## config.mk

```make
export PLATFORM = sky130hd
export DESIGN_NAME = ddc_read_engine
export DESIGN_NICKNAME = d
export VERILOG_FILES = /design/src/rtl/ddc_pkg.sv /design/src/rtl/ddc_clkdiv.sv /design/src/rtl/ddc_rx_buffer.sv /design/src/rtl/ddc_irq_ctrl.sv /design/src/rtl/ddc_seq.sv /design/src/rtl/ddc_read_engine.sv
export SDC_FILE = /design/constraint.sdc
export NUM_CORES = 1
export LEC_CHECK = 0
export BUFFER_PORTS_ARGS = -buffer_cell sky130_fd_sc_hd__clkbuf_2
export CORE_MARGIN = 5
export CORE_UTILIZATION = 45
export DETAILED_ROUTE_END_ITERATION = 6
export GPL_ROUTABILITY_DRIVEN = 1
export SYNTH_ARGS = -nofsm -noshare
export SYNTH_HDL_FRONTEND = slang
export SYNTH_HIERARCHICAL = 1
export SYNTH_SLANG_ARGS = --single-unit
```

## constraint.sdc

```tcl
create_clock -name clk -period 6.2 [get_ports clk]
set_input_delay 0 -clock clk [delete_from_list [all_inputs] [get_ports clk]]
set_output_delay 0 -clock clk [all_outputs]
set_load 0.1 [all_outputs]
```

## src/rtl/ddc_pkg.sv

```systemverilog
package ddc_pkg;
    typedef enum logic [3:0] {
        ST_IDLE, ST_START, ST_ADDR, ST_AACK, ST_RECV,
        ST_MACK, ST_HOLD, ST_STOP, ST_FIN
    } seq_state_t;

    localparam int unsigned CHUNK_BYTES = 64;
    localparam int unsigned IRQ_W       = 5;
    localparam int unsigned IRQ_HP      = 0;
    localparam int unsigned IRQ_DONE    = 2;
    localparam int unsigned IRQ_FULL    = 3;
    localparam int unsigned IRQ_ERR     = 4;

    localparam logic [11:0] OFS_BUF = 12'h200;
    localparam logic [11:0] OFS_CMD = 12'h240;
    localparam logic [11:0] OFS_IEN = 12'h250;
    localparam logic [11:0] OFS_IST = 12'h254;
    localparam logic [11:0] OFS_DIV = 12'h258;

    localparam logic [1:0] TT_PROT_WR  = 2'd0;
    localparam logic [1:0] TT_PROT_CHK = 2'd1;
    localparam logic [1:0] TT_PROT_RD  = 2'd2;
    localparam logic [1:0] TT_ID_RD    = 2'd3;
endpackage

```

## src/rtl/ddc_clkdiv.sv

```systemverilog
module ddc_clkdiv #(
    parameter int unsigned DIV_W = 8
) (
    input  logic             clk,
    input  logic             rst_n,
    input  logic             run,
    input  logic [DIV_W-1:0] div,
    output logic             tick
);
    logic [DIV_W-1:0] cnt_q;

    always_ff @(posedge clk) begin
        if (!rst_n || !run || cnt_q == div) cnt_q <= '0;
        else                                cnt_q <= cnt_q + 1'b1;
    end

    assign tick = run && (cnt_q == div);
endmodule

```

## src/rtl/ddc_rx_buffer.sv

```systemverilog
module ddc_rx_buffer #(
    parameter int unsigned BYTES = 64,
    localparam int unsigned WORDS  = BYTES / 4,
    localparam int unsigned IDX_W  = $clog2(BYTES),
    localparam int unsigned WSEL_W = $clog2(WORDS)
) (
    input  logic              clk,
    input  logic              rst_n,
    input  logic              clr,
    input  logic              wr_en,
    input  logic [IDX_W-1:0]  wr_idx,
    input  logic [7:0]        wr_byte,
    input  logic [WSEL_W-1:0] rd_word,
    output logic [31:0]       rd_data
);
    logic [7:0] mem_q [BYTES];

    always_ff @(posedge clk) begin
        if (!rst_n || clr) begin
            for (int i = 0; i < int'(BYTES); i++) mem_q[i] <= '0;
        end else if (wr_en) begin
            mem_q[wr_idx] <= wr_byte;
        end
    end

    always_comb begin
        for (int b = 0; b < 4; b++) rd_data[8*b +: 8] = mem_q[{rd_word, 2'(b)}];
    end
endmodule

```

## src/rtl/ddc_irq_ctrl.sv

```systemverilog
module ddc_irq_ctrl #(
    parameter int unsigned SRC_W = 5,
    parameter logic [SRC_W-1:0] VALID = '1
) (
    input  logic             clk,
    input  logic             rst_n,
    input  logic             ien_we,
    input  logic             ist_we,
    input  logic [SRC_W-1:0] wdata,
    input  logic [SRC_W-1:0] events,
    output logic [SRC_W-1:0] ien,
    output logic [SRC_W-1:0] status,
    output logic             irq
);
    logic [SRC_W-1:0] w1c;

    assign w1c = ist_we ? wdata : '0;

    always_ff @(posedge clk) begin
        if (!rst_n) begin
            ien    <= '0;
            status <= '0;
        end else begin
            if (ien_we) ien <= wdata & VALID;
            status <= ((status & ~w1c) | events) & VALID;
        end
    end

    assign irq = |(status & ien);
endmodule

```

## src/rtl/ddc_seq.sv

```systemverilog
module ddc_seq
    import ddc_pkg::*;
#(
    parameter int unsigned LEN_W = 12,
    parameter int unsigned IDX_W = 6,
    parameter logic [6:0]  ID_DEV   = 7'h50,
    parameter logic [6:0]  PROT_DEV = 7'h3A
) (
    input  logic             clk,
    input  logic             rst_n,
    input  logic             tick,
    input  logic             run_req,
    input  logic             cont_req,
    input  logic             full_pend,
    input  logic [1:0]       ttype,
    input  logic [LEN_W-1:0] len,
    input  logic             sda_i,
    output logic             busy,
    output logic             scl,
    output logic             sda_oe,
    output logic             wr_en,
    output logic [IDX_W-1:0] wr_idx,
    output logic [7:0]       wr_byte,
    output logic             clr_buf,
    output logic             ev_done,
    output logic             ev_full,
    output logic             ev_err,
    output logic             cont_ack,
    output seq_state_t       st
);
    localparam logic [IDX_W-1:0] LAST_IDX = IDX_W'((1 << IDX_W) - 1);

    seq_state_t       st_n;
    logic             half_q;
    logic [2:0]       bitn_q;
    logic [7:0]       sh_q;
    logic [LEN_W-1:0] remain_q;
    logic [IDX_W-1:0] idx_q;
    logic             bit_end;

    assign bit_end = tick && half_q;

    // next-state logic
    always_comb begin
        st_n = st;
        unique case (st)
            ST_IDLE:  if (run_req)
                          st_n = (ttype == TT_PROT_WR || len == '0) ? ST_FIN : ST_START;
            ST_START: if (bit_end) st_n = ST_ADDR;
            ST_ADDR:  if (bit_end && bitn_q == 3'd0) st_n = ST_AACK;
            ST_AACK:  if (bit_end) st_n = sda_i ? ST_STOP : ST_RECV;
            ST_RECV:  if (bit_end && bitn_q == 3'd0) st_n = ST_MACK;
            ST_MACK:  if (bit_end)
                          st_n = (remain_q == '0) ? ST_STOP
                               : (idx_q == LAST_IDX) ? ST_HOLD : ST_RECV;
            ST_HOLD:  if (cont_req && !full_pend) st_n = ST_RECV;
            ST_STOP:  if (bit_end) st_n = ST_FIN;
            ST_FIN:   if (!run_req) st_n = ST_IDLE;
            default:  st_n = ST_IDLE;
        endcase
    end

    // state register and bit datapath
    always_ff @(posedge clk) begin
        if (!rst_n) begin
            st       <= ST_IDLE;
            half_q   <= 1'b0;
            bitn_q   <= 3'd7;
            sh_q     <= '0;
            remain_q <= '0;
            idx_q    <= '0;
        end else begin
            st <= st_n;
            if (st != st_n)  half_q <= 1'b0;
            else if (tick)   half_q <= ~half_q;
            if (st == ST_IDLE) begin
                bitn_q   <= 3'd7;
                sh_q     <= {(ttype == TT_ID_RD) ? ID_DEV : PROT_DEV, 1'b1};
                remain_q <= len;
                idx_q    <= '0;
            end else begin
                if (bit_end && (st == ST_ADDR || st == ST_RECV)) bitn_q <= bitn_q - 3'd1;
                if (bit_end && st == ST_ADDR) sh_q <= {sh_q[6:0], 1'b0};
                if (bit_end && st == ST_RECV) sh_q <= {sh_q[6:0], sda_i};
                if (wr_en) remain_q <= remain_q - 1'b1;
                if (bit_end && st == ST_MACK) idx_q <= idx_q + 1'b1;
            end
        end
    end

    // outputs
    always_comb begin
        scl    = 1'b1;
        sda_oe = 1'b0;
        unique case (st)
            ST_IDLE, ST_FIN: ;
            ST_START:        sda_oe = half_q;
            ST_ADDR:         begin scl = half_q; sda_oe = ~sh_q[7]; end
            ST_AACK, ST_RECV: scl = half_q;
            ST_MACK:         begin scl = half_q; sda_oe = (remain_q != '0); end
            ST_HOLD:         scl = 1'b0;
            ST_STOP:         begin scl = half_q; sda_oe = 1'b1; end
            default:         ;
        endcase
        busy     = !(st inside {ST_IDLE, ST_HOLD, ST_FIN});
        wr_en    = (st == ST_RECV) && bit_end && (bitn_q == 3'd0);
        wr_idx   = idx_q;
        wr_byte  = {sh_q[6:0], sda_i};
        cont_ack = (st == ST_HOLD) && (st_n == ST_RECV);
        clr_buf  = cont_ack || (st == ST_IDLE && st_n == ST_START);
        ev_done  = (st_n == ST_FIN) && (st != ST_FIN);
        ev_full  = (st == ST_MACK) && (st_n == ST_HOLD);
        ev_err   = (st == ST_AACK) && (st_n == ST_STOP);
    end
endmodule

```

## src/rtl/ddc_read_engine.sv

```systemverilog
module ddc_read_engine
    import ddc_pkg::*;
#(
    parameter int unsigned LEN_W    = 12,
    parameter int unsigned DIV_W    = 8,
    parameter int unsigned DIV_RST  = 4,
    parameter logic [6:0]  ID_DEV   = 7'h50,
    parameter logic [6:0]  PROT_DEV = 7'h3A
) (
    input  logic        clk,
    input  logic        rst_n,
    input  logic        reg_we,
    input  logic [11:0] reg_addr,
    input  logic [31:0] reg_wdata,
    output logic [31:0] reg_rdata,
    input  logic        hp_det_i,
    input  logic        sda_i,
    output logic        scl_o,
    output logic        sda_oe_o,
    output logic        irq_o
);
    localparam int unsigned WORDS   = CHUNK_BYTES / 4;
    localparam int unsigned IDX_W   = $clog2(CHUNK_BYTES);
    localparam int unsigned WSEL_W  = $clog2(WORDS);
    localparam int unsigned LEN_LSB = 20;
    localparam logic [IRQ_W-1:0] IRQ_VALID =
        IRQ_W'((1 << IRQ_HP) | (1 << IRQ_DONE) | (1 << IRQ_FULL) | (1 << IRQ_ERR));

    logic             cmd_en, cmd_cont;
    logic [1:0]       cmd_type;
    logic [LEN_W-1:0] cmd_len;
    logic [DIV_W-1:0] div_q;
    logic             hp_q;
    logic [IRQ_W-1:0] irq_en, irq_status, events;
    logic             tick, busy, wr_en, clr_buf, cont_ack;
    logic             ev_done, ev_full, ev_err;
    logic [IDX_W-1:0] wr_idx;
    logic [7:0]       wr_byte;
    logic [31:0]      buf_word;
    seq_state_t       seq_state;
    logic             in_buf;
    logic             unused_wdata;

    assign unused_wdata = ^reg_wdata;
    assign in_buf = (reg_addr >> (WSEL_W + 2)) == (OFS_BUF >> (WSEL_W + 2));

    always_ff @(posedge clk) begin
        if (!rst_n) begin
            cmd_en   <= 1'b0;
            cmd_cont <= 1'b0;
            cmd_type <= '0;
            cmd_len  <= '0;
            div_q    <= DIV_W'(DIV_RST);
            hp_q     <= 1'b0;
        end else begin
            hp_q <= hp_det_i;
            if (reg_we && reg_addr == OFS_CMD) begin
                cmd_en   <= reg_wdata[0];
                cmd_cont <= reg_wdata[1];
                cmd_type <= reg_wdata[3:2];
                cmd_len  <= reg_wdata[LEN_LSB +: LEN_W];
            end else if (cont_ack) begin
                cmd_cont <= 1'b0;
            end
            if (reg_we && reg_addr == OFS_DIV) div_q <= reg_wdata[DIV_W-1:0];
        end
    end

    always_comb begin
        events           = '0;
        events[IRQ_HP]   = hp_det_i && !hp_q;
        events[IRQ_DONE] = ev_done;
        events[IRQ_FULL] = ev_full;
        events[IRQ_ERR]  = ev_err;
    end

    always_comb begin
        reg_rdata = '0;
        if (in_buf) reg_rdata = buf_word;
        else unique case (reg_addr)
            OFS_CMD: begin
                reg_rdata[LEN_LSB +: LEN_W] = cmd_len;
                reg_rdata[3:0]              = {cmd_type, cmd_cont, cmd_en};
            end
            OFS_IEN: reg_rdata[IRQ_W-1:0] = irq_en;
            OFS_IST: reg_rdata[IRQ_W-1:0] = irq_status;
            OFS_DIV: reg_rdata[DIV_W-1:0] = div_q;
            default: reg_rdata = '0;
        endcase
    end

    ddc_clkdiv #(.DIV_W(DIV_W)) u_div (
        .clk(clk), .rst_n(rst_n), .run(busy), .div(div_q), .tick(tick)
    );

    ddc_rx_buffer #(.BYTES(CHUNK_BYTES)) u_buf (
        .clk(clk), .rst_n(rst_n), .clr(clr_buf), .wr_en(wr_en),
        .wr_idx(wr_idx), .wr_byte(wr_byte),
        .rd_word(reg_addr[2 +: WSEL_W]), .rd_data(buf_word)
    );

    ddc_irq_ctrl #(.SRC_W(IRQ_W), .VALID(IRQ_VALID)) u_irq (
        .clk(clk), .rst_n(rst_n),
        .ien_we(reg_we && reg_addr == OFS_IEN),
        .ist_we(reg_we && reg_addr == OFS_IST),
        .wdata(reg_wdata[IRQ_W-1:0]), .events(events),
        .ien(irq_en), .status(irq_status), .irq(irq_o)
    );

    ddc_seq #(.LEN_W(LEN_W), .IDX_W(IDX_W), .ID_DEV(ID_DEV), .PROT_DEV(PROT_DEV)) u_seq (
        .clk(clk), .rst_n(rst_n), .tick(tick), .run_req(cmd_en),
        .cont_req(cmd_cont), .full_pend(irq_status[IRQ_FULL]),
        .ttype(cmd_type), .len(cmd_len), .sda_i(sda_i),
        .busy(busy), .scl(scl_o), .sda_oe(sda_oe_o),
        .wr_en(wr_en), .wr_idx(wr_idx), .wr_byte(wr_byte), .clr_buf(clr_buf),
        .ev_done(ev_done), .ev_full(ev_full), .ev_err(ev_err),
        .cont_ack(cont_ack), .st(seq_state)
    );
endmodule

```

==> flow_summary.html <==
<table>
<tr><th>Metric</th><th>Value</th></tr>
<tr><th colspan="2">Logic synthesis</th></tr>
<tr><td>Post-synthesis cell count</td><td>2065</td></tr>
<tr><td>Post-synth design cell area</td><td>0.0265 sq mm</td></tr>
<tr><td>Warnings, synthesis</td><td>6</td></tr>
<tr><td>Syn_area_per_cell</td><td>12.8 sq um</td></tr>
<tr><th colspan="2">STA</th></tr>
<tr><td>Worst setup skew after layout</td><td>0.0185 ns</td></tr>
<tr><td>Number of setup violations in the final report</td><td>0</td></tr>
<tr><td>Slew at the pin closest to its max-slew limit</td><td>1.30 ns</td></tr>
<tr><td>Clock period minus worst slack</td><td>5.24 ns</td></tr>
<tr><td>Setup repair after global routing missed its margin</td><td>false</td></tr>
<tr><td>Slack of the critical path</td><td>0.958 ns</td></tr>
<tr><td>Setup TNS</td><td>0 ns</td></tr>
<tr><td>Peak clock frequency supported by timing</td><td>0.191 GHz</td></tr>
<tr><td>Number of pins exceeding their max-slew limit in the final report</td><td>0</td></tr>
<tr><td>Share of the cycle needed by the critical path after routing</td><td>84.6%</td></tr>
<tr><td>Final Hold Vio Count</td><td>0</td></tr>
<tr><td>Relative slew slack</td><td>12.7%</td></tr>
<tr><th colspan="2">Clock network</th></tr>
<tr><td>Cell at the root of the clock tree</td><td>sky130_fd_sc_hd__clkbuf_16</td></tr>
<tr><td>Number of clock sinks</td><td>587</td></tr>
<tr><td>Later-pin clock latency in the skew report</td><td>0.65 ns</td></tr>
<tr><td>Setup Fix Bufs, Post-CTS</td><td>0</td></tr>
<tr><td>Number of H-tree branching levels</td><td>2</td></tr>
<tr><td>CTS-repair resized insts</td><td>0</td></tr>
<tr><td>Post-CTS Hold Buffers</td><td>59</td></tr>
<tr><td>Number of buffers added by the clock tree synthesis step</td><td>61</td></tr>
<tr><td>Clock buffer depth</td><td>3</td></tr>
<tr><td>Post-CTS clock slew at the launch and capture registers of the worst setup and hold paths</td><td>0.06 ns</td></tr>
<tr><td>Clock tree from TritonCTS</td><td>built</td></tr>
<tr><th colspan="2">Place</th></tr>
<tr><td>Port Buffers</td><td>71</td></tr>
<tr><td>Placed cell count</td><td>2840</td></tr>
<tr><td>Placement Cell Area</td><td>0.0278 sq mm</td></tr>
<tr><td>Final weighted congestion in routability-driven placement</td><td>0.887</td></tr>
<tr><td>Dpl ws</td><td>1.08 ns</td></tr>
<tr><td>Placed wire-length estimate after detailed placement</td><td>49300 microns</td></tr>
<tr><th colspan="2">Detailed routing</th></tr>
<tr><td>Total via count after detailed routing</td><td>17600</td></tr>
<tr><td>First-pass DRT Iterations</td><td>5</td></tr>
<tr><td>Routed wirelength normalized by instance count</td><td>23.9 microns</td></tr>
<tr><td>Detail-routed via count per cell</td><td>5.85</td></tr>
<tr><td>Number of violations reported at the end of detailed-routing iteration 0</td><td>1878</td></tr>
<tr><td>Final wirelength</td><td>71800 microns</td></tr>
<tr><td>Remaining DRCs</td><td>0</td></tr>
<tr><td>Post-DRT Antenna Nets</td><td>0</td></tr>
<tr><th colspan="2">Floorplan</th></tr>
<tr><td>Vertical extent of the die</td><td>253 microns</td></tr>
<tr><td>Number of standard-cell rows in the floorplan</td><td>89</td></tr>
<tr><td>Io pins</td><td>84</td></tr>
<tr><td>Die area</td><td>0.0639 sq mm</td></tr>
<tr><td>Core Area</td><td>0.0587 sq mm</td></tr>
<tr><td>Initial standard-cell utilization of the core</td><td>45.2%</td></tr>
<tr><td>Chip width</td><td>253 microns</td></tr>
<tr><th colspan="2">Power</th></tr>
<tr><td>Largest voltage drop on the vdd net</td><td>0.221 mV</td></tr>
<tr><td>Design internal power</td><td>6.58 mW</td></tr>
<tr><td>Proportion of power drawn by the clock network</td><td>41.2%</td></tr>
<tr><td>Leakage</td><td>10.1 nW</td></tr>
<tr><td>Net Sw Frac</td><td>22.4%</td></tr>
<tr><td>Net switching power</td><td>1.89 mW</td></tr>
<tr><td>Pwr Density</td><td>279 mW/mm^2</td></tr>
<tr><td>Part of the power in combinational logic</td><td>6.2%</td></tr>
<tr><td>Register share of total power</td><td>52.5%</td></tr>
<tr><th colspan="2">Global routing</th></tr>
<tr><td>Global-route wire length before repair</td><td>108000 microns</td></tr>
<tr><td>Antenna violations before repair</td><td>0</td></tr>
<tr><td>GRT overflow</td><td>0</td></tr>
<tr><td>Maximum number of pins on one net before global-route repair</td><td>84</td></tr>
<tr><td>Tot GR Track Use</td><td>22.3%</td></tr>
<tr><td>Via count of the first global-routing pass</td><td>17400</td></tr>
<tr><th colspan="2">Job</th></tr>
<tr><td>Max Cap Viol</td><td>0</td></tr>
<tr><th colspan="2">Cells and area</th></tr>
<tr><td>Fraction of final layout cells with drive strength greater than 1</td><td>18.1%</td></tr>
<tr><td>Filler cells</td><td>4977</td></tr>
<tr><td>Post-route cell area</td><td>0.0303 sq mm</td></tr>
<tr><td>Nets</td><td>2244</td></tr>
<tr><td>Growth of design area from synthesis to finish</td><td>14.3%</td></tr>
<tr><td>Number of standard cells in the final layout excluding fillers</td><td>3007</td></tr>
<tr><th colspan="2">Worst setup path</th></tr>
<tr><td>Required time of the worst setup path</td><td>6.44 ns</td></tr>
<tr><td>Type of element launching the critical path</td><td>flip-flop</td></tr>
<tr><td>Top fanout value on the critical path</td><td>31</td></tr>
<tr><td>Signal arrival time at the worst endpoint</td><td>5.49 ns</td></tr>
<tr><td>Crit path capture type</td><td>flip-flop</td></tr>
<tr><td>Kind of critical path</td><td>flip-flop to flip-flop</td></tr>
<tr><th colspan="2">Worst hold path</th></tr>
<tr><td>Kind of path behind the tightest hold check</td><td>input pin to flip-flop</td></tr>
<tr><th colspan="2">Run status</th></tr>
<tr><td>Status</td><td>completed</td></tr>
</table>
-- routing by layer --
metal,GRT usage (%),up-vias,part of all wire [%]
li1,-,7829,-
met1,31.7,8804,41
met2,34.6,810,46
met3,4.49,150,9.0
met4,7.65,0,3.7
met5,0,-,0
-- critical path, stage by stage (launching register included) --
cell	delay, ns
sky130_fd_sc_hd__dfxtp_1	0.71
sky130_fd_sc_hd__nor2b_1	0.24
sky130_fd_sc_hd__nand2_1	0.14
sky130_fd_sc_hd__o21ai_0	0.14
sky130_fd_sc_hd__nand2_1	0.17
sky130_fd_sc_hd__and3_1	0.30
sky130_fd_sc_hd__and2_1	0.30
sky130_fd_sc_hd__o22ai_1	0.20
sky130_fd_sc_hd__a221o_1	0.20
sky130_fd_sc_hd__or2_2	0.15
sky130_fd_sc_hd__o31ai_2	0.10
sky130_fd_sc_hd__and4b_1	0.51
sky130_fd_sc_hd__nand2_2	0.49
sky130_fd_sc_hd__o21ai_0	1.17
-- final timing paths --
| kind | startpoint | to | slack, ns | depth (start not counted) |
|---|---|---|---|---|
| worst min register to register | u_seq/bitn_q[1] | u_seq/bitn_q[1] | 0.47 | 1 |
| worst min-delay path | reg_addr[6] | cmd_type[0] | 0.06 | 4 |
| worst max-delay path | u_seq/st[1] | u_buf/mem_q[51][7] | 0.96 | 13 |
| worst max register to register | u_seq/st[1] | u_buf/mem_q[51][7] | 0.96 | 13 |
-- state kept, by name (all words and copies together), names as in the netlist, 6 cells and up --
name	count
cmd_len	12
div_q	8
u_buf/mem_q	512
u_div/cnt_q	8
u_seq/remain_q	12
u_seq/sh_q	8
u_seq/wr_idx	6
-- stage by stage --
stage          hold WS [ns]  power [mW]  util, %
3_3_place_gp          0.216        5.03     47.4
6_report             0.0617        8.47     51.6
4_1_cts              0.0133        8.55     51.6
2_1_floorplan         0.100        4.84        -
3_5_place_dp          0.221        5.04     47.4
5_1_grt              0.0822        8.76     51.6
-- layout make-up --
class,count,area (sq um),area share [%]
multi-input cells,1304,8870,29.3
diodes,1,2.50,0.00826
clock inverters,33,289,0.954
inverters,14,52.6,0.173
repair buffers,221,1670,5.51
well taps,773,967,3.19
flip-flops and latches,587,16900,55.7
clock buffers,74,1580,5.20
-- layout by cell type (no fill, tap or decap), types with 6 or more instances in the layout --
master                            n
sky130_fd_sc_hd__a21oi_1         23
sky130_fd_sc_hd__dlygate4sd3_1   59
sky130_fd_sc_hd__buf_4           89
sky130_fd_sc_hd__and2_1          19
sky130_fd_sc_hd__nor4_1          10
sky130_fd_sc_hd__nand2_2          6
sky130_fd_sc_hd__a22o_1          15
sky130_fd_sc_hd__xor2_1          13
sky130_fd_sc_hd__clkbuf_2        69
sky130_fd_sc_hd__dfxtp_1         74
sky130_fd_sc_hd__o21ai_0         83
sky130_fd_sc_hd__a211oi_1         6
sky130_fd_sc_hd__mux4_2         128
sky130_fd_sc_hd__a22oi_1         71
sky130_fd_sc_hd__ha_1             6
sky130_fd_sc_hd__nand4_1          6
sky130_fd_sc_hd__or3_1            9
sky130_fd_sc_hd__inv_1           14
sky130_fd_sc_hd__clkinv_2         7
sky130_fd_sc_hd__nand3_1         52
sky130_fd_sc_hd__edfxtp_1       512
sky130_fd_sc_hd__clkbuf_16       61
sky130_fd_sc_hd__nor2b_1         30
sky130_fd_sc_hd__clkinv_1        13
sky130_fd_sc_hd__nand2_1        144
sky130_fd_sc_hd__a31oi_1         11
sky130_fd_sc_hd__nor2_1         548
sky130_fd_sc_hd__nor3_1          11
sky130_fd_sc_hd__clkbuf_1        13
sky130_fd_sc_hd__xnor2_1          6
sky130_fd_sc_hd__mux2i_1         31
-- power by group through the flow --
stage          sequential (mW)  clock (mW)  combinational, mW
2_1_floorplan             4.51           0              0.330
3_3_place_gp              4.52           0              0.504
3_5_place_dp              4.53           0              0.509
4_1_cts                   4.45        3.58              0.530
5_1_grt                   4.46        3.74              0.558
6_report                  4.45        3.49              0.528
Power figures use the tool's default switching activity.
